$ cat config.mk
export PLATFORM = sky130hd
export DESIGN_NAME = bottle_line_ctrl
export DESIGN_NICKNAME = d
export VERILOG_FILES = /design/src/rtl/blc_pkg.sv /design/src/rtl/blc_phase_timer.sv /design/src/rtl/blc_next_state.sv /design/src/rtl/bottle_line_ctrl.sv
export SDC_FILE = /design/constraint.sdc
export NUM_CORES = 1
export LEC_CHECK = 0
export BUFFER_PORTS_ARGS = -buffer_cell sky130_fd_sc_hd__clkbuf_2
export CORE_AREA = 3 3 40 42
export CTS_CLUSTER_DIAMETER = 30
export DETAILED_ROUTE_END_ITERATION = 8
export DIE_AREA = 0 0 43 45
export PLACE_DENSITY = 0.69
export SYNTH_ARGS = -nofsm -noshare
export SYNTH_HDL_FRONTEND = slang
export SYNTH_SLANG_ARGS = --single-unit
$ cat constraint.sdc
create_clock -name clk -period 3.9 [get_ports clk]
set_input_delay 0.195 -clock clk [delete_from_list [all_inputs] [get_ports clk]]
set_output_delay 0.195 -clock clk [all_outputs]
set_load 0.02 [all_outputs]
$ cat src/rtl/blc_pkg.sv
package blc_pkg;
  typedef logic [3:0] blc_state_t;

  // {run, suspend, phase[1:0]}
  localparam blc_state_t ST_BLOCKED = 4'b0000;
  localparam blc_state_t ST_IDLE    = 4'b1000;
  localparam blc_state_t ST_GATE    = 4'b1001;
  localparam blc_state_t ST_MOVE    = 4'b1011;
  localparam blc_state_t ST_FILL    = 4'b1010;

  localparam logic [1:0] PH_IDLE = 2'b00;
  localparam logic [1:0] PH_GATE = 2'b01;
  localparam logic [1:0] PH_MOVE = 2'b11;
  localparam logic [1:0] PH_FILL = 2'b10;

  localparam int RUN_BIT = 3;
  localparam int SUS_BIT = 2;
endpackage

$ cat src/rtl/blc_phase_timer.sv
module blc_phase_timer #(
  parameter int LEN = 4
) (
  input  logic clk,
  input  logic rst_n,
  input  logic active,
  output logic expired
);
  localparam int CW = $clog2(LEN + 1);
  localparam logic [CW-1:0] LAST = CW'(LEN - 1);

  logic [CW-1:0] cnt;

  // counts while its phase is current, saturates on the last tick,
  // and clears on any cycle the phase is not current
  always_ff @(posedge clk or negedge rst_n) begin
    if (!rst_n)          cnt <= '0;
    else if (!active)    cnt <= '0;
    else if (cnt != LAST) cnt <= cnt + 1'b1;
  end

  assign expired = active && (cnt == LAST);

  // a counter left idle for a cycle starts again from zero
  a_r11_idle_clear: assert property (@(posedge clk) disable iff (!rst_n)
    !active |=> (cnt == '0));
endmodule

$ cat src/rtl/blc_next_state.sv
module blc_next_state
  import blc_pkg::*;
(
  input  blc_state_t cur,
  input  logic       start_en,
  input  logic       hold_req,
  input  logic       bottle_ready,
  input  logic       bottle_full,
  input  logic       gate_done,
  input  logic       fill_timeout,
  output blc_state_t nxt
);
  logic [1:0] phase;
  assign phase = cur[1:0];

  always_comb begin
    nxt = cur;
    if (!cur[RUN_BIT]) begin
      if (start_en) nxt = ST_IDLE;
    end else if (cur[SUS_BIT]) begin
      if (!hold_req) nxt = {2'b10, phase};
    end else if (!start_en) begin
      nxt = ST_BLOCKED;
    end else if (hold_req) begin
      nxt = {2'b11, phase};
    end else begin
      unique case (phase)
        PH_IDLE: if (!bottle_ready) nxt = ST_GATE;
        PH_GATE: if (gate_done)     nxt = ST_MOVE;
        PH_MOVE: if (bottle_ready)  nxt = ST_FILL;
        PH_FILL: begin
          if (bottle_ready && bottle_full) nxt = ST_IDLE;
          else if (!bottle_ready)          nxt = ST_BLOCKED;
          else if (fill_timeout)           nxt = ST_BLOCKED;
        end
        default: nxt = cur;
      endcase
    end
  end
endmodule

$ cat src/rtl/bottle_line_ctrl.sv
module bottle_line_ctrl
  import blc_pkg::*;
#(
  parameter int GATE_TICKS = 3,
  parameter int FILL_TICKS = 6
) (
  input  logic       clk,
  input  logic       rst_n,
  input  logic       start_en,
  input  logic       hold_req,
  input  logic       bottle_ready,
  input  logic       bottle_full,
  output logic       gate_open,
  output logic       conveyor_on,
  output logic       valve_open,
  output logic [3:0] state_bits
);
  blc_state_t st, st_nxt;
  logic gate_done, fill_timeout;

  // counters are evaluated from the current state, ahead of the update
  blc_phase_timer #(.LEN(GATE_TICKS)) u_gate_tmr (
    .clk(clk), .rst_n(rst_n), .active(st == ST_GATE), .expired(gate_done));

  blc_phase_timer #(.LEN(FILL_TICKS)) u_fill_tmr (
    .clk(clk), .rst_n(rst_n), .active(st == ST_FILL), .expired(fill_timeout));

  blc_next_state u_nxt (
    .cur(st), .start_en(start_en), .hold_req(hold_req),
    .bottle_ready(bottle_ready), .bottle_full(bottle_full),
    .gate_done(gate_done), .fill_timeout(fill_timeout), .nxt(st_nxt));

  always_ff @(posedge clk or negedge rst_n) begin
    if (!rst_n) st <= ST_BLOCKED;
    else        st <= st_nxt;
  end

  assign gate_open   = (st == ST_GATE);
  assign conveyor_on = (st == ST_GATE) || (st == ST_MOVE);
  assign valve_open  = (st == ST_FILL);
  assign state_bits  = st;

  // valve and conveyor never run together; gate implies conveyor
  a_r2_actuator_mix: assert property (@(posedge clk) disable iff (!rst_n)
    !(valve_open && conveyor_on) && (!gate_open || conveyor_on));

  // blocked with start enable goes to idle
  a_r3_wake_to_idle: assert property (@(posedge clk) disable iff (!rst_n)
    (!st[RUN_BIT] && start_en) |=> (state_bits == ST_IDLE));

  // state is frozen while a suspend request is held
  a_r5_frozen_hold: assert property (@(posedge clk) disable iff (!rst_n)
    (st[RUN_BIT] && st[SUS_BIT] && hold_req) |=> $stable(state_bits));

  // release returns to the recorded phase
  a_r6_resume_phase: assert property (@(posedge clk) disable iff (!rst_n)
    (st[RUN_BIT] && st[SUS_BIT] && !hold_req) |=>
      (state_bits == {2'b10, $past(state_bits[1:0])}));

  // start enable dropped in a working phase forces blocked
  a_r10_start_drop: assert property (@(posedge clk) disable iff (!rst_n)
    (st[RUN_BIT] && !st[SUS_BIT] && !start_en) |=> (state_bits == ST_BLOCKED));
endmodule

==> impl_metrics.toml, run 1 <==
[timing]
finalSetupViolCount = 0
clock_skew_ns = 0.0007777
fmax_ghz = 0.5514
slew_violations = 0
min_period_ns = 1.814
relSlewSlack_pct = 74.48
hold_viol = 0
finalWorstSetupSlack_ns = 2.086
hold_ws_ns = 0.2308
timing.final.crit_share_pct = 46.50
finalSetupTns_ns = 0
tightest_slew_ns = 0.3731
rsz0062_at_grt = "no"

[cells_and_area]
post-route-util_pct = 50.93
final_common_cell = "clkbuf_2"
layout_common_cells = "clkbuf_2 (12), dfrtp_1 (9), nand2_1 (6)"
antenna_cells = 0
final_nets = 82
multi_input_area_um2 = 299.0
final-seq-area_um2 = 225.2
final_area_um2 = 654.4
fin_cells = 87
area_delta_synth_final_pct = 20.51
fillCellCount = 119
drive_gt1_share_pct = 27.78

[clocking]
htree_levels = 1
clk_transition_reported_paths_ns = 0.06
cts_root_buf = "clkbuf_4"
cts_setup_buffers = 0
insertion_delay_ns = 0.26
cts_resized = 0
cts_tree = "built"
cts_max_path_buffers = 2
cts_made_buffers = 3
cts.sinks = 9
holdBufCountCts = 1

[global_route]
use_met1_pct = 14.93
grt_pass1_vias = 420
grt_max_degree = 13
grt.overflow.total = 0
use_met2_pct = 18.86
grt_usage_pct = 12.79
top_usage_layer = "met2"
antenna_found_initial = 0
use_met3_pct = 6.375
grt_pass1_wl_mm = 1.745

[place]
dp_slack_ns = 2.101
io_buffers = 12
dpl-instance-area_um2 = 618.1
place_hpwl_um = 795.1
place_congestion = 0.6911
dp.cells = 82

[synth]
ys.flop_type = "dfrtp_1"
synth_edf_count = 0
syn_avg_cell_area_um2 = 9.697
yosys.area.top_type = "dfrtp_1"
synth-seq-area-share_pct = 41.47
synth_warnings = 0
ys_top_cells_by_area = "dfrtp_1 (41%), ha_1 (6.9%), nand2_1 (4.1%), nand3b_1 (4.1%), nor3_1 (3.7%)"
yosysUniqueCellTypes = 28
postSynth.asyncResetShare_pct = 100.0
syn-num-nets = 65
syn_area_um2 = 543.0
yosysTopAreaCellShare_pct = 41.47
synth-seq-cells = 9
synthCells = 56

[power]
power.leakage_nw = 0.3212
power.density_mw_per_mm2 = 331.5
peakVddDrop_v = 0.0001503
power.total_mw = 0.2169

[route]
avgViaCountPerCell = 5.448
wire_per_inst_um = 12.28
drtPass1Iterations = 4
drtIter0Drc = 17
postRouteWirelength_mm = 1.068
ant_nets = 0
drc_errors = 0
vias = 474

[outcome]
status = "complete, no violations"

[worst_setup_path]
startpoint = "state_bits[1]"
arrival_ns = 1.96
crit_path_start_kind = "register"
endpoint = "state_bits[1]"
required_ns = 4.04
ff2ff_path_depth = 4
crit_path_max_fanout = 8
cp-end-kind = "register"
worstSetupPathType = "register to register"
r2r_setup_slack_ns = 2.09
timing.rr.end = "state_bits[1]"
reg2reg_from = "state_bits[1]"

[min_path]
hold_path.class = "primary input to register"
min_from = "start_en"

[die]
die_h_um = 45
fp.dieW_um = 43
core_region_area_mm2 = 0.001285
start_util_pct = 42.26
die_area_mm2 = 0.001935
rows = 13
ioPinCount = 13

[job]
maxCapViolCount = 0
## power by group
group,internal (mW),switching [mW]
Combinational,0.0173,0.0227
Clock,0.0393,0.0311
Sequential,0.0979,0.00865
## final cells by class
class / instances / area share (%)
Multi-Input combinational cell: 42 / 45.70
Clock buffer: 4 / 4.015
Inverter: 4 / 2.294
Tap cell: 15 / 2.868
Timing Repair Buffer: 13 / 10.71
Sequential cell: 9 / 34.42
## worst max-delay path: stages (launching register included)
cell	delay (ns)
dfrtp_1	0.48
nand3b_1	0.24
or4_4	0.57
o211ai_2	0.09
mux2_1	0.33
## how the worst min path moves through the flow
stage	endpoint	slack (ns)	depth (start not counted)
after floorplan	state_bits[0]	-0.10	0
after global placement	u_gate_tmr.cnt[0]	0.07	1
after detailed placement	state_bits[3]	0.06	1
after CTS	state_bits[2]	0.22	2
after global routing	state_bits[2]	0.24	2
final	state_bits[2]	0.23	2
## cell families (layout without fill, tap and decap cells)
| group | count (synthesis) | count (layout) | share of synthesized area [%] |
|---|---|---|---|
| simple gates | 23 | 23 | 23.73 |
| compound gates | 12 | 12 | 17.05 |
| flops | 9 | 9 | 41.48 |
| buf+inv | 5 | 21 | 3.455 |
| fa+ha+maj | 3 | 3 | 6.913 |
| xor+xnor | 2 | 2 | 3.226 |
| mux | 2 | 2 | 4.147 |
## layer usage
layer / part of all wire [%] / vias to the layer above / routed length, µm
li1: - / 237 / -
met1: 46 / 217 / 494
met2: 44 / 16 / 465
met3: 8.1 / 4 / 86
met4: 2.0 / 0 / 21
met5: 0 / - / 0
## Yosys cell counts (3+ instances only)
master	n
nand3b_1	3
ha_1	3
nand2_1	6
a21oi_1	3
nor2_1	4
nor3_1	4
dfrtp_1	9
inv_1	4
## flip-flops by register name (all words and copies together), names as in the netlist
register,cells
u_fill_tmr.cnt,3
state_bits,4
u_gate_tmr.cnt,2
Note: power is estimated with default switching activity, not from simulation.
==> run 2: changes to the inputs <==
- PLACE_DENSITY: 0.69 -> 0.72
- clock period: 3.9 -> 1.6 ns (I/O delays scaled with it)
==> impl_metrics.toml, run 2 (same netlist as run 1, synthesis figures left out) <==
[route]
wl_met3_um = 46
vias = 502
avgViaCountPerCell = 5.175
ant_nets = 0
highest_layer = "met4"
wl_met1_um = 570
drtPass1Iterations = 4
postRouteWirelength_mm = 1.190
wire_per_inst_um = 12.27
wl_met2_um = 558
drtIter0Drc = 3
drc_errors = 0

[outcome]
violations = "setup timing"
status = "complete, but fails checks"

[clocking]
cts_root_buf = "clkbuf_4"
clk_transition_reported_paths_ns = 0.06
cts_made_buffers = 3
cts.sinks = 9
htree_levels = 1
cts_max_path_buffers = 2
cts_tree = "built"
insertion_delay_ns = 0.26

[min_path]
whs_endpoint = "state_bits[2]"
min_path_cells = 2
min_from = "start_en"
hold_path.class = "primary input to register"

[worst_setup_path]
r2r_setup_slack_ns = -0.06
worstSetupPathType = "register to register"
arrival_ns = 1.80
path_delay_family = "simple AND/OR/NAND/NOR gates"
reg2reg_from = "u_fill_tmr.cnt[1]"
crit_path_max_fanout = 3
slowest_stage = "or4_4"
crit_path_start_kind = "register"
critPathBufInv = 1
worstPathCellList = "inv_1, ha_2, and3b_1, or4_4, o211ai_2, mux2_4"
required_ns = 1.74
ff2ff_path_depth = 6
timing.rr.end = "state_bits[1]"
critPathMaxStageDelay_ns = 0.41
cp-end-kind = "register"

[cells_and_area]
layout_common_cells = "clkbuf_2 (12), buf_4 (10), nand2_1 (6), dfrtp_1 (6)"
drive_gt1_share_pct = 43.90
final_common_cell = "clkbuf_2"
antenna_cells = 0
final_nets = 92
post-route-util_pct = 57.84
largest_reg_flops = 4
area_delta_synth_final_pct = 36.87

[die]
fp.dieW_um = 43
start_util_pct = 42.26
core_region_area_mm2 = 0.001285
die_h_um = 45
ioPinCount = 13
die_area_mm2 = 0.001935
rows = 13

[global_route]
grt_pass1_wl_mm = 1.911
antenna_found_initial = 0
grt_usage_pct = 13.61
grt_max_degree = 12
grt_pass1_vias = 437
grt.overflow.total = 0

[timing]
finalSetupViolCount = 1
finalWorstSetupSlack_ns = -0.05690
timing.final.crit_share_pct = 103.6
slew_violations = 0
tightest_slew_ns = 0.3569
hold_viol = 0
fmax_ghz = 0.6035
hold_ws_ns = 0.1112
clock_skew_ns = 0.006373
min_period_ns = 1.657
finalSetupTns_ns = -0.05690
rsz0062_at_grt = "yes"
relSlewSlack_pct = 75.59

[place]
place_hpwl_um = 925
io_buffers = 12
dp_slack_ns = -0.1732
place_congestion = 0.7567

[job]
maxCapViolCount = 0

[power]
power.density_mw_per_mm2 = 745.2
peakVddDrop_v = 0.0004464
power.leakage_nw = 0.3691
==> run 2: cell count changes in the layout (fill, tap and decap cells not counted) <==
cell / before / now
buf_4: 0 / 10
a21oi_1: 3 / 2
mux2_4: 0 / 1
mux2_1: 1 / 0
dfrtp_2: 0 / 3
dfrtp_1: 9 / 6
ha_2: 0 / 1
a21oi_2: 0 / 1
ha_1: 3 / 2
==> run 2: metrics by stage <==
step | std cells | area (µm²) | total power, mW
finish | 97 | 743.2 | 0.5539
floorplan | 56 | 546.8 | 0.3253
CTS | 96 | 732.0 | 0.5604
global placement | 91 | 689.4 | 0.3761
global route | 97 | 743.2 | 0.5877
detailed placement | 91 | 689.4 | 0.3779
==> run 2: repair_timing <==
item | in CTS | in global routing
hold buffers | 1 | 0
pin swaps | 3 | 0
endpoints found under the hold margin | 9 | 0
setup endpoints to repair | 1 | 2
resized for setup | 2 | 1
buffers inserted | 0 | 1
==> run 2: where the power goes <==
part | switching, mW | internal [mW] | leakage, nW | total (mW)
clock | 0.0793 | 0.0961 | 0.0150 | 0.175
combinational | 0.0765 | 0.0567 | 0.238 | 0.133
sequential | 0.00576 | 0.239 | 0.116 | 0.245
total | 0.162 | 0.392 | 0.369 | 0.554
==> run 2: worst reg2reg max path: stages (launching register included) <==
cell and delay (ns):
dfrtp_1 0.35, inv_1 0.05, ha_2 0.18, and3b_1 0.16, or4_4 0.41, o211ai_2 0.08
mux2_4 0.31
==> run 2: cell type report <==
class	instances	area, µm²
tap	15	18.77
sequential	9	229.0
fill	114	541.8
timing repair buffer	23	145.1
inverter	4	15.01
clock buffer	4	26.28
multi-input combinational	42	309.0
==> run 2: worst max path at each step <==
stage / cells past startpoint / startpoint / end / slack [ns]
6_report: 6 / u_fill_tmr.cnt[1] / state_bits[1] / -0.06
5_1_grt: 6 / u_fill_tmr.cnt[1] / state_bits[1] / -0.12
4_1_cts: 6 / u_fill_tmr.cnt[1] / state_bits[1] / -0.05
3_5_place_dp: 5 / u_fill_tmr.cnt[0] / state_bits[1] / -0.17
3_3_place_gp: 5 / u_fill_tmr.cnt[0] / state_bits[1] / -0.14
2_1_floorplan: 4 / state_bits[0] / state_bits[1] / -0.16
==> run 2: per-layer routing <==
layer | GRT usage, % | vias up
met5 | 0 | -
met4 | 7.229 | 0
met3 | 3.586 | 4
met2 | 19.16 | 11
met1 | 19.06 | 231
li1 | - | 256
==> run 3: changes to the inputs <==
- REMOVE_ABC_BUFFERS: default -> 1
==> impl_metrics.toml, run 3 (same netlist as run 1, synthesis figures left out) <==
[outcome]
status = "complete, but fails checks"
violations = "setup timing"

[place]
place_hpwl_um = 967.6
dpl-instance-area_um2 = 685.7
place_congestion = 0.7984
io_buffers = 12

[worst_setup_path]
arrival_ns = 1.79
required_ns = 1.75
cp-end-kind = "register"
worstSetupPathType = "register to register"
crit_path_start_kind = "register"
crit_path_max_fanout = 2

[global_route]
grt_pass1_vias = 490
antenna_found_initial = 0
grt_pass1_wl_mm = 2.180
grt_max_degree = 12
grt.overflow.total = 0
grt_usage_pct = 15.86

[min_path]
hold_path.class = "primary input to register"

[cells_and_area]
fillCellCount = 120
post-route-util_pct = 57.84
final_nets = 93
final_common_cell = "clkbuf_2"
antenna_cells = 0
final_area_um2 = 743.2
area_delta_synth_final_pct = 36.87
largest_reg_flops = 4
layout_common_cells = "clkbuf_2 (12), buf_4 (11), dfrtp_1 (9)"
drive_gt1_share_pct = 39.76

[die]
die_area_mm2 = 0.001935
fp.dieW_um = 43
rows = 13
die_h_um = 45
ioPinCount = 13
core_region_area_mm2 = 0.001285
start_util_pct = 42.26

[clocking]
htree_levels = 1
insertion_delay_ns = 0.27
cts_max_path_buffers = 2
cts_root_buf = "clkbuf_4"
cts_made_buffers = 3
cts.sinks = 9
clk_transition_reported_paths_ns = 0.06
cts_tree = "built"

[route]
drtIter0Drc = 12
drtPass1Iterations = 4
postRouteWirelength_mm = 1.270
drc_errors = 0
vias = 520
wire_per_inst_um = 12.96
avgViaCountPerCell = 5.306
ant_nets = 0

[timing]
relSlewSlack_pct = 75.60
finalWorstSetupSlack_ns = -0.03698
min_period_ns = 1.637
finalSetupViolCount = 1
finalSetupTns_ns = -0.03698
fmax_ghz = 0.6109
clock_skew_ns = 0.003064
rsz0062_at_grt = "yes"
hold_viol = 0
tightest_slew_ns = 0.3568
timing.final.crit_share_pct = 102.3
slew_violations = 0

[power]
power.density_mw_per_mm2 = 750.0
power.total_mw = 0.5574
peakVddDrop_v = 0.0004567
power.leakage_nw = 0.3787

[job]
maxCapViolCount = 0
==> run 3: cell types whose count changed in the layout (fill, tap and decap cells not counted), sizes merged <==
cell / delta
buf: +1
==> run 3: cell type report <==
class                      instances  area (µm²)  share of cell area [%]
clock buffer                       4       26.28                   3.535
inverter                           4       15.01                   2.020
multi-input combinational         42       305.3                   41.08
sequential                         9       225.2                   30.30
tap                               15       18.77                   2.525
timing repair buffer              24       152.6                   20.54
==> run 3: through the flow <==
| step | cells | hold slack [ns] | setup slack, ns |
|---|---|---|---|
| 4_1_cts | 98 | 0.1217 | -0.03510 |
| 2_1_floorplan | 55 | -0.2156 | -0.1975 |
| 3_3_place_gp | 91 | -0.05021 | -0.1295 |
| 3_5_place_dp | 91 | -0.05134 | -0.1562 |
| 5_1_grt | 98 | 0.1509 | -0.08416 |
| 6_report | 98 | 0.1274 | -0.03698 |
==> run 3: timing repair <==
action	in CTS	in global routing
endpoints found under the hold margin	9	0
setup endpoints to repair	1	2
pin swaps	2	1
hold buffers	1	0
buffers inserted	2	0
gates resized for setup	2	0
==> run 3: critical path: stages, from the launching register on <==
cell and delay [ns]:
dfrtp_1 0.38, ha_2 0.18, and3b_1 0.15, or4_4 0.41, o211ai_2 0.09, mux2_4 0.31
==> run 3: final timing paths <==
| path | from | endpoint | slack, ns | depth (start not counted) |
|---|---|---|---|---|
| max | u_fill_tmr.cnt[0] | state_bits[1] | -0.04 | 5 |
| min | start_en | state_bits[2] | 0.13 | 2 |
| max reg2reg | u_fill_tmr.cnt[0] | state_bits[1] | -0.04 | 5 |
| min reg2reg | u_gate_tmr.cnt[1] | u_gate_tmr.cnt[1] | 0.59 | 2 |
| max in group asynchronous | rst_n | u_fill_tmr.cnt[0] | 1.21 | 2 |
| min in group asynchronous | rst_n | u_gate_tmr.cnt[0] | 0.20 | 2 |
==> run 3: routing by layer <==
layer  up-vias  track usage, %  part of all wire [%]
met1       234           19.30                    41
met2        19           23.65                    50
met5         -               0                     0
li1        259               -                     -
met4         0           13.86                   4.7
met3         8           3.586                   5.0
==> run 3: where the power goes <==
group	internal [mW]	leakage [nW]	total (mW)	switching, mW
clock network	0.0964	0.0150	0.181	0.0843
registers	0.238	0.120	0.244	0.00542
logic	0.0560	0.243	0.133	0.0768
